===== src/rtl/plc_pkg.sv =====
package plc_pkg;
   typedef enum logic [2:0] {
      ST_IDLE,
      ST_EVICT,
      ST_FILL,
      ST_FLUSH,
      ST_SHUF,
      ST_GATHER,
      ST_SCATTER
   } plc_state_e;
endpackage


===== src/rtl/plc_line_store.sv =====
module plc_line_store #(
   parameter int LINES = 8,
   parameter int AW    = 4,
   parameter int DW    = 8,
   localparam int LW   = $clog2(LINES),
   localparam int CNTW = $clog2(LINES + 1)
) (
   input  logic            clk,
   input  logic            rst_n,
   input  logic [AW-1:0]   look_addr,
   output logic            hit,
   output logic [LW-1:0]   hit_idx,
   output logic [DW-1:0]   hit_data,
   output logic [LW-1:0]   vic_idx,
   output logic            vic_dirty,
   input  logic [LW-1:0]   rd_idx,
   output logic            rd_dirty,
   output logic [AW-1:0]   rd_tag,
   output logic [DW-1:0]   rd_data,
   input  logic            wr_hit_en,
   input  logic [DW-1:0]   wr_hit_data,
   input  logic            fill_en,
   input  logic [LW-1:0]   fill_idx,
   input  logic [AW-1:0]   fill_tag,
   input  logic [DW-1:0]   fill_data,
   input  logic            clean_en,
   input  logic [LW-1:0]   clean_idx,
   input  logic            unlock_all,
   output logic [CNTW-1:0] lock_cnt
);
   logic [LINES-1:0] valid_q, locked_q, dirty_q, hit_vec;
   logic [AW-1:0]    tag_q  [LINES];
   logic [DW-1:0]    data_q [LINES];

   for (genvar i = 0; i < LINES; i++) begin : g_cmp
      assign hit_vec[i] = valid_q[i] && (tag_q[i] == look_addr);
   end

   always_comb begin
      hit     = |hit_vec;
      hit_idx = '0;
      for (int i = LINES - 1; i >= 0; i--) begin
         if (hit_vec[i]) hit_idx = LW'(i);
      end
      hit_data = data_q[hit_idx];
   end

   logic            any_free;
   logic [LW-1:0]   free_idx, unl_idx;
   always_comb begin
      any_free = ~&valid_q;
      free_idx = '0;
      unl_idx  = '0;
      for (int i = LINES - 1; i >= 0; i--) begin
         if (!valid_q[i])  free_idx = LW'(i);
         if (!locked_q[i]) unl_idx  = LW'(i);
      end
      vic_idx   = any_free ? free_idx : unl_idx;
      vic_dirty = valid_q[vic_idx] && dirty_q[vic_idx];
   end

   assign rd_dirty = valid_q[rd_idx] && dirty_q[rd_idx];
   assign rd_tag   = tag_q[rd_idx];
   assign rd_data  = data_q[rd_idx];
   assign lock_cnt = CNTW'($countones(locked_q));

   always_ff @(posedge clk) begin
      if (!rst_n) begin
         valid_q  <= '0;
         locked_q <= '0;
         dirty_q  <= '0;
      end else begin
         if (unlock_all) locked_q <= '0;
         if (fill_en) begin
            valid_q[fill_idx]  <= 1'b1;
            locked_q[fill_idx] <= 1'b1;
            dirty_q[fill_idx]  <= 1'b0;
         end
         if (wr_hit_en) dirty_q[hit_idx] <= 1'b1;
         if (clean_en)  dirty_q[clean_idx] <= 1'b0;
      end
   end

   always_ff @(posedge clk) begin
      if (fill_en) begin
         tag_q[fill_idx]  <= fill_tag;
         data_q[fill_idx] <= fill_data;
      end
      if (wr_hit_en) data_q[hit_idx] <= wr_hit_data;
   end
endmodule


===== src/rtl/plc_remap_table.sv =====
module plc_remap_table #(
   parameter int              MEM_BLOCKS = 16,
   parameter int              LFSR_W     = 8,
   parameter logic [LFSR_W-1:0] LFSR_TAPS = 8'hB8,
   parameter logic [LFSR_W-1:0] LFSR_SEED = 8'h5A,
   localparam int             AW         = $clog2(MEM_BLOCKS)
) (
   input  logic          clk,
   input  logic          rst_n,
   input  logic [AW-1:0] cur_la,
   output logic [AW-1:0] cur_pa,
   input  logic [AW-1:0] nxt_la,
   output logic [AW-1:0] nxt_pa,
   input  logic          snap_en,
   input  logic          shuf_en,
   input  logic [AW-1:0] shuf_idx,
   input  logic          commit_en
);
   logic [AW-1:0]     cur_q [MEM_BLOCKS];
   logic [AW-1:0]     nxt_q [MEM_BLOCKS];
   logic [LFSR_W-1:0] lfsr_q;
   logic [AW-1:0]     swap_j;

   assign cur_pa = cur_q[cur_la];
   assign nxt_pa = nxt_q[nxt_la];
   assign swap_j = lfsr_q[AW-1:0];

   always_ff @(posedge clk) begin
      if (!rst_n) begin
         lfsr_q <= LFSR_SEED;
      end else if (shuf_en) begin
         lfsr_q <= {lfsr_q[LFSR_W-2:0], ^(lfsr_q & LFSR_TAPS)};
      end
   end

   always_ff @(posedge clk) begin
      if (!rst_n) begin
         for (int e = 0; e < MEM_BLOCKS; e++) begin
            cur_q[e] <= AW'(e);
            nxt_q[e] <= AW'(e);
         end
      end else begin
         if (commit_en) begin
            for (int e = 0; e < MEM_BLOCKS; e++) cur_q[e] <= nxt_q[e];
         end
         if (snap_en) begin
            for (int e = 0; e < MEM_BLOCKS; e++) nxt_q[e] <= cur_q[e];
         end else if (shuf_en) begin
            for (int e = 0; e < MEM_BLOCKS; e++) begin
               if (AW'(e) == shuf_idx)    nxt_q[e] <= nxt_q[swap_j];
               else if (AW'(e) == swap_j) nxt_q[e] <= nxt_q[shuf_idx];
            end
         end
      end
   end
endmodule


===== src/rtl/plc_shuffle_buffer.sv =====
module plc_shuffle_buffer #(
   parameter int  DEPTH = 4,
   parameter int  DW    = 8,
   localparam int KW    = $clog2(DEPTH)
) (
   input  logic          clk,
   input  logic          wr_en,
   input  logic [KW-1:0] wr_idx,
   input  logic [DW-1:0] wr_data,
   input  logic [KW-1:0] rd_idx,
   output logic [DW-1:0] rd_data
);
   logic [DW-1:0] slot_q [DEPTH];

   always_ff @(posedge clk) begin
      if (wr_en) slot_q[wr_idx] <= wr_data;
   end

   assign rd_data = slot_q[rd_idx];
endmodule


===== src/rtl/perm_lock_cache.sv =====
module perm_lock_cache
   import plc_pkg::*;
#(
   parameter int               MEM_BLOCKS = 16,
   parameter int               BUF_BLOCKS = 4,
   parameter int               LINES      = 8,
   parameter int               DW         = 8,
   parameter int               LFSR_W     = 8,
   parameter logic [LFSR_W-1:0] LFSR_TAPS = 8'hB8,
   parameter logic [LFSR_W-1:0] LFSR_SEED = 8'h5A,
   localparam int              AW         = $clog2(MEM_BLOCKS)
) (
   input  logic          clk,
   input  logic          rst_n,
   input  logic          cpu_req,
   input  logic          cpu_we,
   input  logic [AW-1:0] cpu_addr,
   input  logic [DW-1:0] cpu_wdata,
   output logic [DW-1:0] cpu_rdata,
   output logic          cpu_ack,
   output logic          busy,
   output logic          mem_req,
   output logic          mem_we,
   output logic [AW:0]   mem_addr,
   output logic [DW-1:0] mem_wdata,
   input  logic [DW-1:0] mem_rdata
);
   localparam int LW         = $clog2(LINES);
   localparam int KW         = $clog2(BUF_BLOCKS);
   localparam int CHUNKS     = MEM_BLOCKS / BUF_BLOCKS;
   localparam int CW         = $clog2(CHUNKS);
   localparam int CNTW       = $clog2(LINES + 1);
   localparam int LOCK_LIMIT = LINES / 2;

   if ((MEM_BLOCKS & (MEM_BLOCKS - 1)) != 0 || (BUF_BLOCKS & (BUF_BLOCKS - 1)) != 0
       || (LINES & (LINES - 1)) != 0) begin : g_err_pow2
      $error("perm_lock_cache: block and line counts must be powers of two");
   end
   if (CHUNKS < 2 || BUF_BLOCKS < 2) begin : g_err_chunk
      $error("perm_lock_cache: need at least two chunks of at least two blocks");
   end
   if (LINES < 2 || LINES > MEM_BLOCKS) begin : g_err_lines
      $error("perm_lock_cache: line count must lie between 2 and the block count");
   end
   if (LFSR_W <= AW || LFSR_SEED == '0) begin : g_err_lfsr
      $error("perm_lock_cache: LFSR must be wider than the address and seeded non-zero");
   end

   plc_state_e      state_q;
   logic [LW-1:0]   v_idx_q;
   logic [AW-1:0]   cnt_q;
   logic [CW-1:0]   chunk_q;
   logic            region_q;

   logic            hit, vic_dirty, rd_dirty;
   logic [LW-1:0]   hit_idx, vic_idx, rd_idx;
   logic [DW-1:0]   hit_data, rd_data, buf_rdata;
   logic [AW-1:0]   rd_tag, cur_la, cur_pa, nxt_pa, move_la;
   logic [CNTW-1:0] lock_cnt;
   logic            wr_hit_en, fill_en, clean_en, unlock_all;
   logic            snap_en, shuf_en, commit_en, buf_wr_en;
   logic            start_pass, last_line, last_block, last_slot, last_chunk;

   assign move_la    = {chunk_q, cnt_q[KW-1:0]};
   assign rd_idx     = (state_q == ST_FLUSH) ? cnt_q[LW-1:0] : v_idx_q;
   assign last_line  = cnt_q == AW'(LINES - 1);
   assign last_block = cnt_q == AW'(MEM_BLOCKS - 1);
   assign last_slot  = cnt_q[KW-1:0] == KW'(BUF_BLOCKS - 1);
   assign last_chunk = chunk_q == CW'(CHUNKS - 1);
   assign start_pass = (state_q == ST_IDLE) && (lock_cnt >= CNTW'(LOCK_LIMIT));
   assign busy       = start_pass || (state_q == ST_FLUSH) || (state_q == ST_SHUF)
                       || (state_q == ST_GATHER) || (state_q == ST_SCATTER);
   assign cpu_rdata  = hit_data;

   plc_line_store #(.LINES(LINES), .AW(AW), .DW(DW)) u_lines (
      .clk(clk), .rst_n(rst_n), .look_addr(cpu_addr),
      .hit(hit), .hit_idx(hit_idx), .hit_data(hit_data),
      .vic_idx(vic_idx), .vic_dirty(vic_dirty),
      .rd_idx(rd_idx), .rd_dirty(rd_dirty), .rd_tag(rd_tag), .rd_data(rd_data),
      .wr_hit_en(wr_hit_en), .wr_hit_data(cpu_wdata),
      .fill_en(fill_en), .fill_idx(v_idx_q), .fill_tag(cpu_addr), .fill_data(mem_rdata),
      .clean_en(clean_en), .clean_idx(cnt_q[LW-1:0]),
      .unlock_all(unlock_all), .lock_cnt(lock_cnt)
   );

   plc_remap_table #(.MEM_BLOCKS(MEM_BLOCKS), .LFSR_W(LFSR_W), .LFSR_TAPS(LFSR_TAPS),
                     .LFSR_SEED(LFSR_SEED)) u_remap (
      .clk(clk), .rst_n(rst_n), .cur_la(cur_la), .cur_pa(cur_pa),
      .nxt_la(move_la), .nxt_pa(nxt_pa), .snap_en(snap_en), .shuf_en(shuf_en),
      .shuf_idx(cnt_q), .commit_en(commit_en)
   );

   plc_shuffle_buffer #(.DEPTH(BUF_BLOCKS), .DW(DW)) u_buf (
      .clk(clk), .wr_en(buf_wr_en), .wr_idx(cnt_q[KW-1:0]), .wr_data(mem_rdata),
      .rd_idx(cnt_q[KW-1:0]), .rd_data(buf_rdata)
   );

   always_comb begin
      cpu_ack    = 1'b0;
      mem_req    = 1'b0;
      mem_we     = 1'b0;
      mem_addr   = '0;
      mem_wdata  = '0;
      wr_hit_en  = 1'b0;
      fill_en    = 1'b0;
      clean_en   = 1'b0;
      unlock_all = 1'b0;
      snap_en    = 1'b0;
      shuf_en    = 1'b0;
      commit_en  = 1'b0;
      buf_wr_en  = 1'b0;
      cur_la     = cpu_addr;
      unique case (state_q)
         ST_IDLE: begin
            if (start_pass) begin
               snap_en = 1'b1;
            end else if (cpu_req && hit) begin
               cpu_ack   = 1'b1;
               wr_hit_en = cpu_we;
            end
         end
         ST_EVICT: begin
            cur_la    = rd_tag;
            mem_req   = 1'b1;
            mem_we    = 1'b1;
            mem_addr  = {region_q, cur_pa};
            mem_wdata = rd_data;
         end
         ST_FILL: begin
            mem_req  = 1'b1;
            mem_addr = {region_q, cur_pa};
            fill_en  = 1'b1;
         end
         ST_FLUSH: begin
            cur_la    = rd_tag;
            mem_req   = rd_dirty;
            mem_we    = rd_dirty;
            mem_addr  = {region_q, cur_pa};
            mem_wdata = rd_data;
            clean_en  = rd_dirty;
         end
         ST_SHUF: begin
            shuf_en = 1'b1;
         end
         ST_GATHER: begin
            cur_la    = move_la;
            mem_req   = 1'b1;
            mem_addr  = {region_q, cur_pa};
            buf_wr_en = 1'b1;
         end
         ST_SCATTER: begin
            mem_req   = 1'b1;
            mem_we    = 1'b1;
            mem_addr  = {~region_q, nxt_pa};
            mem_wdata = buf_rdata;
            if (last_slot && last_chunk) begin
               commit_en  = 1'b1;
               unlock_all = 1'b1;
            end
         end
         default: ;
      endcase
   end

   always_ff @(posedge clk) begin
      if (!rst_n) begin
         state_q  <= ST_IDLE;
         v_idx_q  <= '0;
         cnt_q    <= '0;
         chunk_q  <= '0;
         region_q <= 1'b0;
      end else begin
         unique case (state_q)
            ST_IDLE: begin
               if (start_pass) begin
                  state_q <= ST_FLUSH;
                  cnt_q   <= '0;
               end else if (cpu_req && !hit) begin
                  v_idx_q <= vic_idx;
                  state_q <= vic_dirty ? ST_EVICT : ST_FILL;
               end
            end
            ST_EVICT: state_q <= ST_FILL;
            ST_FILL:  state_q <= ST_IDLE;
            ST_FLUSH: begin
               cnt_q <= last_line ? '0 : cnt_q + 1'b1;
               if (last_line) state_q <= ST_SHUF;
            end
            ST_SHUF: begin
               cnt_q <= last_block ? '0 : cnt_q + 1'b1;
               if (last_block) begin
                  state_q <= ST_GATHER;
                  chunk_q <= '0;
               end
            end
            ST_GATHER: begin
               cnt_q <= last_slot ? '0 : cnt_q + 1'b1;
               if (last_slot) state_q <= ST_SCATTER;
            end
            ST_SCATTER: begin
               cnt_q <= last_slot ? '0 : cnt_q + 1'b1;
               if (last_slot) begin
                  if (last_chunk) begin
                     state_q  <= ST_IDLE;
                     region_q <= ~region_q;
                  end else begin
                     chunk_q <= chunk_q + 1'b1;
                     state_q <= ST_GATHER;
                  end
               end
            end
            default: state_q <= ST_IDLE;
         endcase
      end
   end
endmodule


===== config.mk =====
export PLATFORM = sky130hd
export DESIGN_NAME = perm_lock_cache
export DESIGN_NICKNAME = d
export VERILOG_FILES = /design/src/rtl/plc_pkg.sv /design/src/rtl/plc_line_store.sv /design/src/rtl/plc_remap_table.sv /design/src/rtl/plc_shuffle_buffer.sv /design/src/rtl/perm_lock_cache.sv
export SDC_FILE = /design/constraint.sdc
export NUM_CORES = 1
export LEC_CHECK = 0
export BUFFER_PORTS_ARGS = -buffer_cell sky130_fd_sc_hd__buf_4
export CAP_MARGIN = 5
export CORE_ASPECT_RATIO = 2
export CORE_MARGIN = 2
export CORE_UTILIZATION = 30
export DETAILED_ROUTE_END_ITERATION = 8
export GPL_TIMING_DRIVEN = 0
export PLACE_DENSITY = 0.48
export SETUP_SLACK_MARGIN = 0.5
export SYNTH_ARGS = -nofsm -noshare
export SYNTH_HDL_FRONTEND = slang
export SYNTH_HIERARCHICAL = 1
export SYNTH_SLANG_ARGS = --single-unit

===== constraint.sdc =====
create_clock -name clk -period 14.1 [get_ports clk]
set_input_delay 0.705 -clock clk [delete_from_list [all_inputs] [get_ports clk]]
set_output_delay 0.705 -clock clk [all_outputs]
set_load 0.1 [all_outputs]

==> results by stage, run 1 <==
Floorplan:
- The chip width is around 180 um.
- The die covers 62300 um2.
- In this run the core area contains 127 standard-cell rows.
- The die extent in y is approximately 350 um.
- The I/O pin total is ~50.
- Once the floorplan was initialized, standard cells occupied 30.2% of the core.
- The total area inside the core boundary comes to 59700 um2.

Setup path:
- The start-to-end type of the worst setup path is reg -> out.
- The launch point of the worst path is state_q[1].
- STA classifies the critical path startpoint as a flip-flop.
- The endpoint kind of the worst setup timing path is a primary output.
- The startpoint identified for the worst register-to-register timing path is u_lines/locked_q[0].
- At the worst endpoint, the required time is 13.40 ns.
- The maximum fanout along the worst path is 10.
- The arrival time at the worst endpoint is 7.20 ns.

Placed design:
- In this run the tool buffered the top-level ports with 48 buffer cells.
- The wire-length estimate of the detail-placed layout is 54200 um.
- The congestion estimate from routability-driven global placement came to 1.02.
- Summing all placed instances gives a cell area of 19400 um2.

CTS:
- In this run, post-CTS repair resized a total of 0 instances.
- The clock-pin slew on the worst setup and hold paths is 0.07 ns.
- The clock drives 305 sinks.
- The number of buffers inserted during clock tree synthesis is 30.
- Buffers added to address setup during post-CTS repair amount to 0.
- The clock tree root driver cell is clkbuf_16.
- The insertion delay to the later sink of the worst-skew pair is 0.61 ns.
- TritonCTS built the clock tree.
- The H-tree depth is 1.
- The clock passes through at most 3 buffers.
- The total of hold buffers inserted after clock tree synthesis is 0.

GRT:
- The number of antenna violations at the first check in global routing is 0.
- The via count of the first global-routing pass was 13900.
- The overflow left after global routing is 0.
- The first-pass GRT wire length is 100000 um.
- The maximum number of pins on one net before global-route repair is 47.
- For this run, the total global-route usage over all layers was measured as a little under a quarter.

Final layout:
- The net total in the final layout is 1483.
- The synthesis-to-finish area growth is 13.3%.
- The post-layout instance area is 20500 um2.
- The layout cell share with drive strength beyond 1 is 26.9%.

Power and ir drop:
- The total power is between 2 and 2.5 mW.
- The peak supply drop is slightly below 100 uV.
- The analysis attributes to cell leakage a power of 6.58 nW.
- In this run the power density over the cells is 102 nW/um2.

Yosys:
- When the netlist entered floorplanning its net count stood at 1401.
- Dividing the synthesized area by the synthesized cell count gives 13.3 um2.
- Summing every instance area after synthesis gives 18100 um2.
- During synthesis, Yosys emitted a total of 6 warnings.
- Counting every instance in the synthesized netlist gives 1362.

Timing:
- The highest clock frequency the design can meet is 126 MHz.
- The worst path uses 56.1% of the clock period.
- The pin slew with the least headroom to its limit is 1.24 ns.
- Setup repair after global routing left no endpoint under its margin.
- The number of max-slew violations in the final report is 0.
- The hold violation total from the final report is 0.
- Setup violations remaining at the end of the flow were counted as 0.
- The clock skew is 0.0235 ns.
- The setup TNS is 0 ns.
- The headroom to the max-slew limit is 17.0%.
- The minimum clock period after layout is 7.91 ns.

Detailed routing:
- The count of nets left with antenna violations after detail routing is 0.
- After detailed routing, the total wire length is 70700 um.
- The number of vias per cell is around 5.9.
- For this run, the detailed router's first-pass iteration total came to 8.
- In the final routed layout, each cell accounts on average for 31.5 um.
- After detailed routing, the number of remaining DRC violations is 0.
- The first routing iteration left approximately 1300 violations.
- Detailed routing inserted a total of about 13000 vias.

Min path:
- The worst hold path begins at mem_rdata[6].
- The class of the tightest hold or removal check is in -> reg.

Run:
- The tool flagged a number of max-cap violations equal to 0.

Outcome:
- The run finished with clean final reports.
==> registers in the layout, summed over array words and instances, names as in the netlist, named ones only <==
signal and flops:
u_lines/valid_q 8, u_lines/data_q 64, u_buf/slot_q 32, u_lines/tag_q 32, u_lines/locked_q 8, u_remap/nxt_q 64
u_remap/lfsr_q 8, cnt_q 4, state_q 3, chunk_q 2, region_q 1, u_lines/dirty_q 8
u_remap/cur_q 64, v_idx_q 3
==> cells in the final DEF, fill, tap and decap left out, drive strengths merged, types with 34 or more instances in the layout <==
master and count:
nor2 49, mux2 79, inv 37, mux4 105, edfxtp 256, dfxtp 49, buf 106, and3 34
o221ai 41, nand3 39, nor2b 36, clkbuf 76, nand2b 41, nand2 125
==> stage by stage <==
step | hold WS [ns] | cells | setup slack [ns] | utilization, %
CTS | 0.338 | 2240 | 6.30 | 34.2
global route | 0.360 | 2240 | 6.06 | 34.2
detailed placement | 0.464 | 2186 | 6.98 | 32.5
global placement | 0.456 | 2184 | 7.02 | 32.4
finish | 0.374 | 2242 | 6.19 | 34.2
floorplan | 0.427 | 1362 | 8.69 | -
==> per-layer routing <==
metal | wire length (um) | track usage (%) | share of wire [%]
met1 | 21500 | 20.8 | 30
met2 | 40100 | 45.0 | 57
met3 | 2870 | 2.12 | 4.1
met4 | 6190 | 17.0 | 8.7
met5 | 0 | 0 | 0
==> power by group <==
part           switching [mW]  total, mW  internal, mW
clock                   0.383      0.861         0.478
sequential             0.0166       1.01         0.990
combinational           0.146      0.219        0.0728
total                   0.546       2.09          1.54
==> critical path, stage by stage, from the launching register on <==
cell	delay (ns)
dfxtp_1	0.42
ha_1	0.36
nor2b_1	0.39
mux2_2	0.23
clkbuf_1	0.50
clkbuf_1	0.81
mux4_2	0.38
mux2_2	0.18
o22ai_1	0.07
a21oi_1	0.13
clkbuf_1	0.69
clkbuf_1	0.88
mux4_2	0.51
mux4_2	0.48
a22o_1	0.28
buf_4	0.26
==> area by class of cell <==
type / instances / area [um2]
Tap cell: 774 / 968
Inverter: 34 / 128
Sequential cell: 305 / 8670
Clock inverter: 17 / 161
Clock buffer: 37 / 872
Fill cell: 5995 / 39300
Antenna cell: 2 / 5.00
Buffer: 96 / 631
Timing Repair Buffer: 50 / 393
Multi-Input combinational cell: 927 / 8630
==> path summary, 6_finish.rpt <==
| kind | to | slack (ns) | cells past startpoint |
|---|---|---|---|
| worst max-delay path | mem_addr[2] | 6.19 | 15 |
| worst min-delay path | u_buf/slot_q[3][6] | 0.37 | 1 |
| worst max register to register | u_remap/nxt_q[0][1] | 8.57 | 16 |
| worst min register to register | u_lines/dirty_q[6] | 0.47 | 2 |
No activity file was read; power rests on OpenSTA's default activity.
==> run 2, diff against run 1 <==
ABC_AREA = 1   (was default)
PLACE_DENSITY = 0.5   (was 0.48)
clock period = 6.9 ns   (was 14.1 ns; I/O delays follow)
==> run 2 against run 1 <==
- sequential power increased by 130%
- non-clock buffer count increased by 25
- hold slack got worse by 0.34 ns
- clock power increased by 100%
- setup slack got worse by 5.5 ns
- total power increased to 3.4 times the previous value
- via count increased by 43%
- critical endpoint is now mem_addr[0]
- highest routed layer unchanged
==> results by stage, run 2 <==
GRT:
- The via count of the first global-routing pass was 19000.
- Across every metal layer, demand over resource in global routing totals between 20% and 30%.
- The overflow left after global routing is 0.
- The number of antenna violations at the first check in global routing is 3.
- The maximum number of pins on one net before global-route repair is 38.
- The first-pass GRT wire length is 134000 um.

Detailed routing:
- Dividing the detail-routed via count by the number of cells gives 5.35.
- After detailed routing, the number of remaining DRC violations is 0.
- Before antenna repair, the detailed router went through 8 iterations.
- The count of vias placed by the detailed router is between 15000 and 20000.
- Wires add up to 96700 um.
- After the first detailed-routing iteration, the DRC count stood at 1512.
- Dividing the detail-routed wire length by the instance count gives 27.6 um.
- The count of nets left with antenna violations after detail routing is 0.

CTS:
- The CTS sink count is 305.
- The maximum buffer depth of the clock tree is 3.
- The later pin in the worst-skew pair is clocked with a latency of roughly 0.6 ns.
- The clock tree root driver cell is clkbuf_16.
- In this run, CTS created clock tree buffers numbering 31.
- The clock-pin slew on the worst setup and hold paths is roughly 0.070 ns.
- The H-tree depth is 1.
- TritonCTS built the clock tree.
- The number of buffers inserted to repair setup after CTS is 0.

Placed design:
- The count of port buffers added during placement is between 40 and 50.
- The HPWL reported at the end of detailed placement is 76700 um.
- Routability-driven placement finished with a final weighted congestion of 1.08.

Timing:
- Setup violations remaining at the end of the flow were counted as 0.
- Headroom to the max-slew limit came out at 15.5%.
- Setup repair after global routing could not meet its margin everywhere.
- After layout, the worst path uses 89.7% of the clock period.
- The minimum hold slack is 0.0325 ns.
- The number of max-slew violations in the final report was 0.
- The hold violation total from the final report is 0.
- The highest clock frequency the design can meet is 162 MHz.
- The clock skew is 0.0144 ns.
- The pin slew with the least headroom to its limit is around 1.3 ns.
- The worst path in the final design needs a cycle of 6.19 ns, including I/O delays and setup.
- For the final routed database, the setup TNS stands at 0 ns.

Yosys:
- In the synthesized netlist, the number of instances is 2591.
- Averaged over all synthesized cells, the footprint is 7.44 um2.
- When the netlist entered floorplanning its net count stood at 2630.
- Yosys printed 6 warnings.
- The total standard cell area after synthesis is 19300 um2.

Floorplan:
- The I/O pin total is 49.
- The area of the core is 63800 um2.
- The chip width is around 180 um.
- The area enclosed by the die boundary is 66500 um2.
- Once the floorplan was initialized, standard cells occupied 30.2% of the core.
- The placement row count is 131.
- The die extent in y is roughly 360 um.

Setup path:
- The arrival time at the worst endpoint is 5.84 ns.
- The start-to-end type of the worst setup path is reg -> out.
- The nature of the critical path startpoint is a flip-flop.
- In this run the worst setup path begins at state_q[1].
- For this design, the slowest cell found on the critical path is buf_1.
- Together, buffers and inverters on the worst path number 6.
- The cell class contributing the biggest share of worst-path delay is buffers and inverters.
- The required time reported for the critical path endpoint is 6.55 ns.
- The maximum fanout along the worst path is 10.
- On the worst path, the slowest cell contributes a delay of slightly above 0.6 ns.
- Walking the worst path, the cells encountered are ha_1 -> inv_1 -> nor2_4 -> nand2_1 -> o21ai_0 -> clkbuf_1 -> buf_1 -> o211ai_1 -> a31oi_1 -> nand2_1 -> nand3_1 -> clkbuf_2 -> o21ai_0 -> a21oi_1 -> o221ai_1 -> nand2_1 -> inv_1 -> o21ai_0 -> buf_4.
- In this run the critical register-to-register path is launched from u_lines/locked_q[0].
- The endpoint kind of the worst setup timing path is a primary output.

Power and ir drop:
- The power density over cell area is approximately 330 nW/um2.
- Summed over all cells, the static leakage comes to 9.53 nW.
- The peak supply drop is 287 uV.

Final layout:
- The net count of the finished layout is 2722.
- Relative to the synthesized area, the layout overhead comes to 13.1%.
- Leaving out fill and tap cells, the most frequent cell in the layout is nand2_1.
- Cells fill 34.2% of the core in the end.
- The largest registers in the layout are u_lines/data_q: 64 flops, u_remap/cur_q: 64 flops, u_remap/nxt_q: 64 flops.
- Leaving out fill and tap cells, the most frequent cells in the layout are nand2_1, inv_1, edfxtp_1.
- The number of inserted filler cells in the final layout is approximately 6700.
- The layout cell share with drive strength beyond 1 is under 10%.

Min path:
- The start point of the worst min-delay path is rst_n.
- The min-delay analysis places its worst path in the category in -> reg.

Run:
- Max-cap violations in this run came to 0.

Outcome:
- The flow ran to the end, and the final reports show no timing, DRC or antenna violations.
run 2: metrics by stage:
stage | worst slack [ns] | cell area (um2) | power [mW] | std cells
3_3_place_gp | 0.611 | 20600 | 5.30 | 3436
4_1_cts | 0.599 | 21800 | 7.09 | 3504
3_5_place_dp | 0.593 | 20700 | 5.31 | 3439
5_1_grt | 0.462 | 21800 | 7.40 | 3505
6_report | 0.712 | 21800 | 7.17 | 3508
2_1_floorplan | 1.38 | 19300 | 4.02 | 2591
run 2: final timing paths:
kind              slack [ns]  cells past startpoint             endpoint
hold reg to reg         0.46                      2   u_lines/dirty_q[0]
setup reg to reg        1.28                     17  u_remap/nxt_q[0][3]
hold / removal          0.03                      3           state_q[0]
setup / recovery        0.71                     19          mem_addr[0]
run 2: where the power goes:
part / total (mW) / switching [mW] / internal, mW / leakage (nW)
registers: 2.28 / 0.141 / 2.14 / 2.68
clock network: 1.76 / 0.771 / 0.992 / 0.487
logic: 3.13 / 2.48 / 0.648 / 6.36
run 2: layout make-up:
| type | instances | area (um2) | share of cell area, % |
|---|---|---|---|
| diodes | 3 | 7.51 | 0.0344 |
| multi-input cells | 1759 | 8490 | 38.9 |
| plain buffers | 112 | 573 | 2.63 |
| inverters | 415 | 1570 | 7.20 |
| repair buffers | 59 | 475 | 2.18 |
| well taps | 798 | 998 | 4.58 |
| clock buffers | 38 | 822 | 3.77 |
| flip-flops and latches | 305 | 8670 | 39.7 |
| clock inverters | 19 | 204 | 0.935 |
run 2: what timing repair did:
action                                  CTS  global route
endpoints found under the hold margin    32             0
hold buffers                              8             0
gates resized for setup                   5            11
gates cloned                              0             0
endpoints found under the setup margin    3             4
run 2: tightest hold or removal path: stages:
cell and delay (ns):
buf_4 0.16, nand2_1 0.07, nor2_1 0.03
run 2: metal layers:
| layer | vias to the layer above | wire length [um] | GRT usage [%] | share of wire, % |
|---|---|---|---|---|
| met5 | - | 0 | 0 | 0 |
| met4 | 0 | 11800 | 29.2 | 12 |
| met3 | 374 | 4830 | 4.06 | 5.0 |
| met2 | 878 | 52100 | 56.0 | 54 |
| met1 | 8818 | 27900 | 23.9 | 29 |
| li1 | 8689 | - | - | - |
==> run 3, diff against run 2 <==
PLACE_DENSITY = default   (was 0.5)
PLACE_DENSITY_LB_ADDON = 0.15   (was default)
==> run 3 against run 2 <==
- non-clock buffer count grew 3
- sequential cell count is the same
- critical endpoint unchanged
- count of clock-buffer cells in the layout grew 5
- combinational power grew 4%
- maximum frequency grew 1.5%
- register-to-register slack lost 0.30 ns
- global-route usage grew 3.0 points
==> results by stage, run 3 (synthesis results as in run 2) <==
Setup path:
- The cell class contributing the biggest share of worst-path delay is buffers and inverters.
- The number of buffers and inverters on the critical path is 6.
- The arrival time at the worst endpoint is 5.75 ns.
- The maximum fanout along the worst path is 10.
- The start-to-end type of the worst setup path is reg -> out.
- The library cell contributing the largest single delay on the critical path is clkbuf_1.
- For this run, the slowest stage of the critical path takes 0.69 ns.
- STA classifies the critical path endpoint as a primary output.
- STA puts the critical path data required time at between 6 and 7 ns.
- The most numerous cell type found on the critical path is o21ai_0.
- The worst setup path is launched from a flip-flop.
- Traced cell by cell, the critical path runs through ha_1 -> nand2_2 -> nand2_1 -> o21ai_0 -> clkbuf_2 -> inv_1 -> clkbuf_1 -> o21ai_0 -> a21oi_1 -> a31oi_1 -> nand2_1 -> nand3_2 -> clkbuf_4 -> a21oi_1 -> o21ai_0 -> o21ai_0 -> o221ai_1 -> nand2_1 -> inv_1 -> o21ai_0 -> buf_4.

Floorplan:
- In this run the horizontal extent of the chip is 183 um.
- During I/O placement, the number of pins put on the boundary was between 40 and 50.
- The initialized floorplan defines roughly 130 standard-cell rows.
- The initial utilization of the core area, before any placement, comes to 30.2%.
- From bottom edge to top edge, the die measures roughly 360 um.
- The die covers 66500 um2.
- The area of the core is 63800 um2.

GRT:
- The number of antenna violations at the first check in global routing is 4.
- The via count of the first global-routing pass is ~19000.
- Summed over all layers, the global routing overflow is 0.
- Entering global routing, the biggest net connects 39 pins.
- The global router's overall resource usage is 31.9%.
- The first-pass GRT wire length is 145000 um.

Detailed routing:
- The DRC marker count from the first detailed-route iteration is 1621.
- The number of vias per cell is about 5.4.
- The first TritonRoute pass finished after 9 iterations.
- Wires add up to approximately 110000 um.
- The detailed-route wire length per cell is 30.3 um.
- In the routed design, unresolved DRC markers number 0.
- The count of nets left with antenna violations once routing finished came out at 0.
- The count of vias placed by the detailed router is 18900.

Power and ir drop:
- Power comes to approximately 7.3 mW.
- Dividing total power by cell area gives a power density of 334 nW/um2.
- The switching part of the total power is 48.5%.
- The internal power is between 3 and 4 mW.
- The reported net switching power is 3.53 mW.
- Across the VDD grid, the largest voltage drop is 255 uV.
- The power share of the sequential group is 31.3%.
- The clock network is responsible for 24.0% of the overall power.
- The power share of the combinational group is roughly 45%.
- In this run the static leakage power is 9.55 nW.

Timing:
- The minimum clock period after layout is 6.10 ns.
- Setup violations remaining at the end of the flow were counted as 0.
- The share of the cycle needed by the critical path after routing is 88.4%.
- The clock arrives with 0.0281 ns of skew.
- The hold violation total from the final report came to 0.
- The headroom to the max-slew limit is 8.15%.
- For the pin with the worst max-slew slack, the measured transition is 1.38 ns.
- The highest clock frequency the design can meet is 164 MHz.
- Setup slack on the critical path of the routed design comes to 0.803 ns.
- Setup repair after global routing left no endpoint under its margin.
- The setup TNS is 0 ns.
- The number of max-slew violations in the final report is 0.

CTS:
- Clock-pin slew was measured on the worst setup and hold paths at 0.07 ns.
- The H-tree depth is 1.
- The number of buffers inserted during clock tree synthesis is 31.
- The clock tree root driver cell is clkbuf_16.
- The TritonCTS clock tree is built.
- The clock passes through at most 3 buffers.
- The insertion delay to the later sink of the worst-skew pair is 0.64 ns.
- The number of buffers inserted to repair setup after CTS is 0.
- Clock tree synthesis found a total of 305 sinks.

Min path:
- In this run the worst hold path is classified as in -> reg.

Final layout:
- For this run, the post-layout net count is 2725.
- Fill cells in the final layout number 6850.
- The largest registers in the layout are u_lines/data_q: 64 flops, u_remap/cur_q: 64 flops, u_remap/nxt_q: 64 flops.
- The post-layout instance count excluding filler cells is 3505.
- The most frequent standard cell in the layout excluding fill and tap cells is nand2_1.
- Relative to the synthesized area, the layout overhead comes to 13.0%.
- The number of antenna diodes in the final layout is 0.
- The layout cell share with drive strength beyond 1 is around a tenth.
- Leaving out fill and tap cells, the most frequent cells in the layout are nand2_1, inv_1, edfxtp_1.

Placed design:
- The HPWL reported at the end of detailed placement is 84900 um.
- The count of port buffers added during placement is 47.
- The pre-CTS setup slack is 0.208 ns.
- At the end of routability-driven placement, the weighted congestion stood at around 1.1.
- The cell count after placement is 3441.

Run:
- The max-capacitance violation count is 0.

Outcome:
- The run finished with clean final reports.
==> run 3: cell count changes in the layout (fill, tap and decap cells not counted), sizes merged <==
cell           before  now
buf               113  115
clkinv             10    7
diode               3    0
clkdlybuf4s15       1    0
clkinvlp            4    0
bufinv              4    3
clkbuf             87   94
==> run 3: layer usage <==
metal  part of all wire (%)  global-route usage, %
met5                  0.041                      0
met4                     13                   32.6
met3                    5.5                   4.91
met2                     52                   59.2
met1                     30                   28.1
==> run 3: worst reg2reg max path, stage by stage, from the launching register on <==
cell     delay [ns]
dfxtp_1        0.35
fa_1           0.55
inv_1          0.05
fa_1           0.51
fa_1           0.42
inv_1          0.07
ha_1           0.17
inv_1          0.06
fa_1           0.37
xnor2_1        0.13
nor2_1         0.39
nand2_1        0.20
nor2_1         0.51
nand2_1        0.27
inv_1          0.12
inv_1          0.14
nor3_4         0.29
nand2_2        0.23
buf_2          0.30
nand2_1        0.44
==> run 3: metrics by stage <==
stage,instance area (um2),util (%),hold slack (ns)
after global routing,21800,34.2,0.0225
after CTS,21800,34.1,0.0102
after detailed placement,20700,32.4,0.455
after global placement,20600,32.4,0.439
final,21800,34.2,0.0234
after floorplan,19300,-,0.430
==> run 3: timing repair <==
item,CTS,global route
pin swaps,0,0
resized for setup,11,4
endpoints found under the hold margin,32,0
setup endpoints to repair,4,4
hold buffers,8,0
==> run 3: path summary, 6_finish.rpt <==
path / slack (ns) / to / start / cells after the start
setup / recovery: 0.80 / mem_addr[0] / state_q[1] / 21
hold / removal: 0.02 / u_lines/tag_q[1][2] / cpu_addr[2] / 1
setup reg to reg: 0.98 / u_lines/data_q[6][7] / u_lines/locked_q[0] / 19
hold reg to reg: 0.47 / u_lines/dirty_q[0] / u_lines/dirty_q[0] / 2
==> run 3: power by group through the flow <==
| stage | Sequential, mW | Clock, mW | Combinational (mW) |
|---|---|---|---|
| floorplan | 2.24 | 0 | 1.78 |
| global placement | 2.32 | 0 | 3.12 |
| detailed placement | 2.32 | 0 | 3.11 |
| CTS | 2.28 | 1.78 | 3.13 |
| global route | 2.29 | 1.83 | 3.35 |
| finish | 2.28 | 1.74 | 3.25 |
==> run 3: final cells by class <==
| type | instances | area (um2) | area share, % |
|---|---|---|---|
| sequential | 305 | 8670 | 39.8 |
| multi-input combinational | 1759 | 8500 | 39.0 |
| inverter | 415 | 1570 | 7.20 |
| tap | 798 | 998 | 4.58 |
| clock buffer | 43 | 851 | 3.90 |
| buffer | 112 | 572 | 2.62 |
| timing repair buffer | 62 | 503 | 2.31 |
| clock inverter | 11 | 133 | 0.608 |
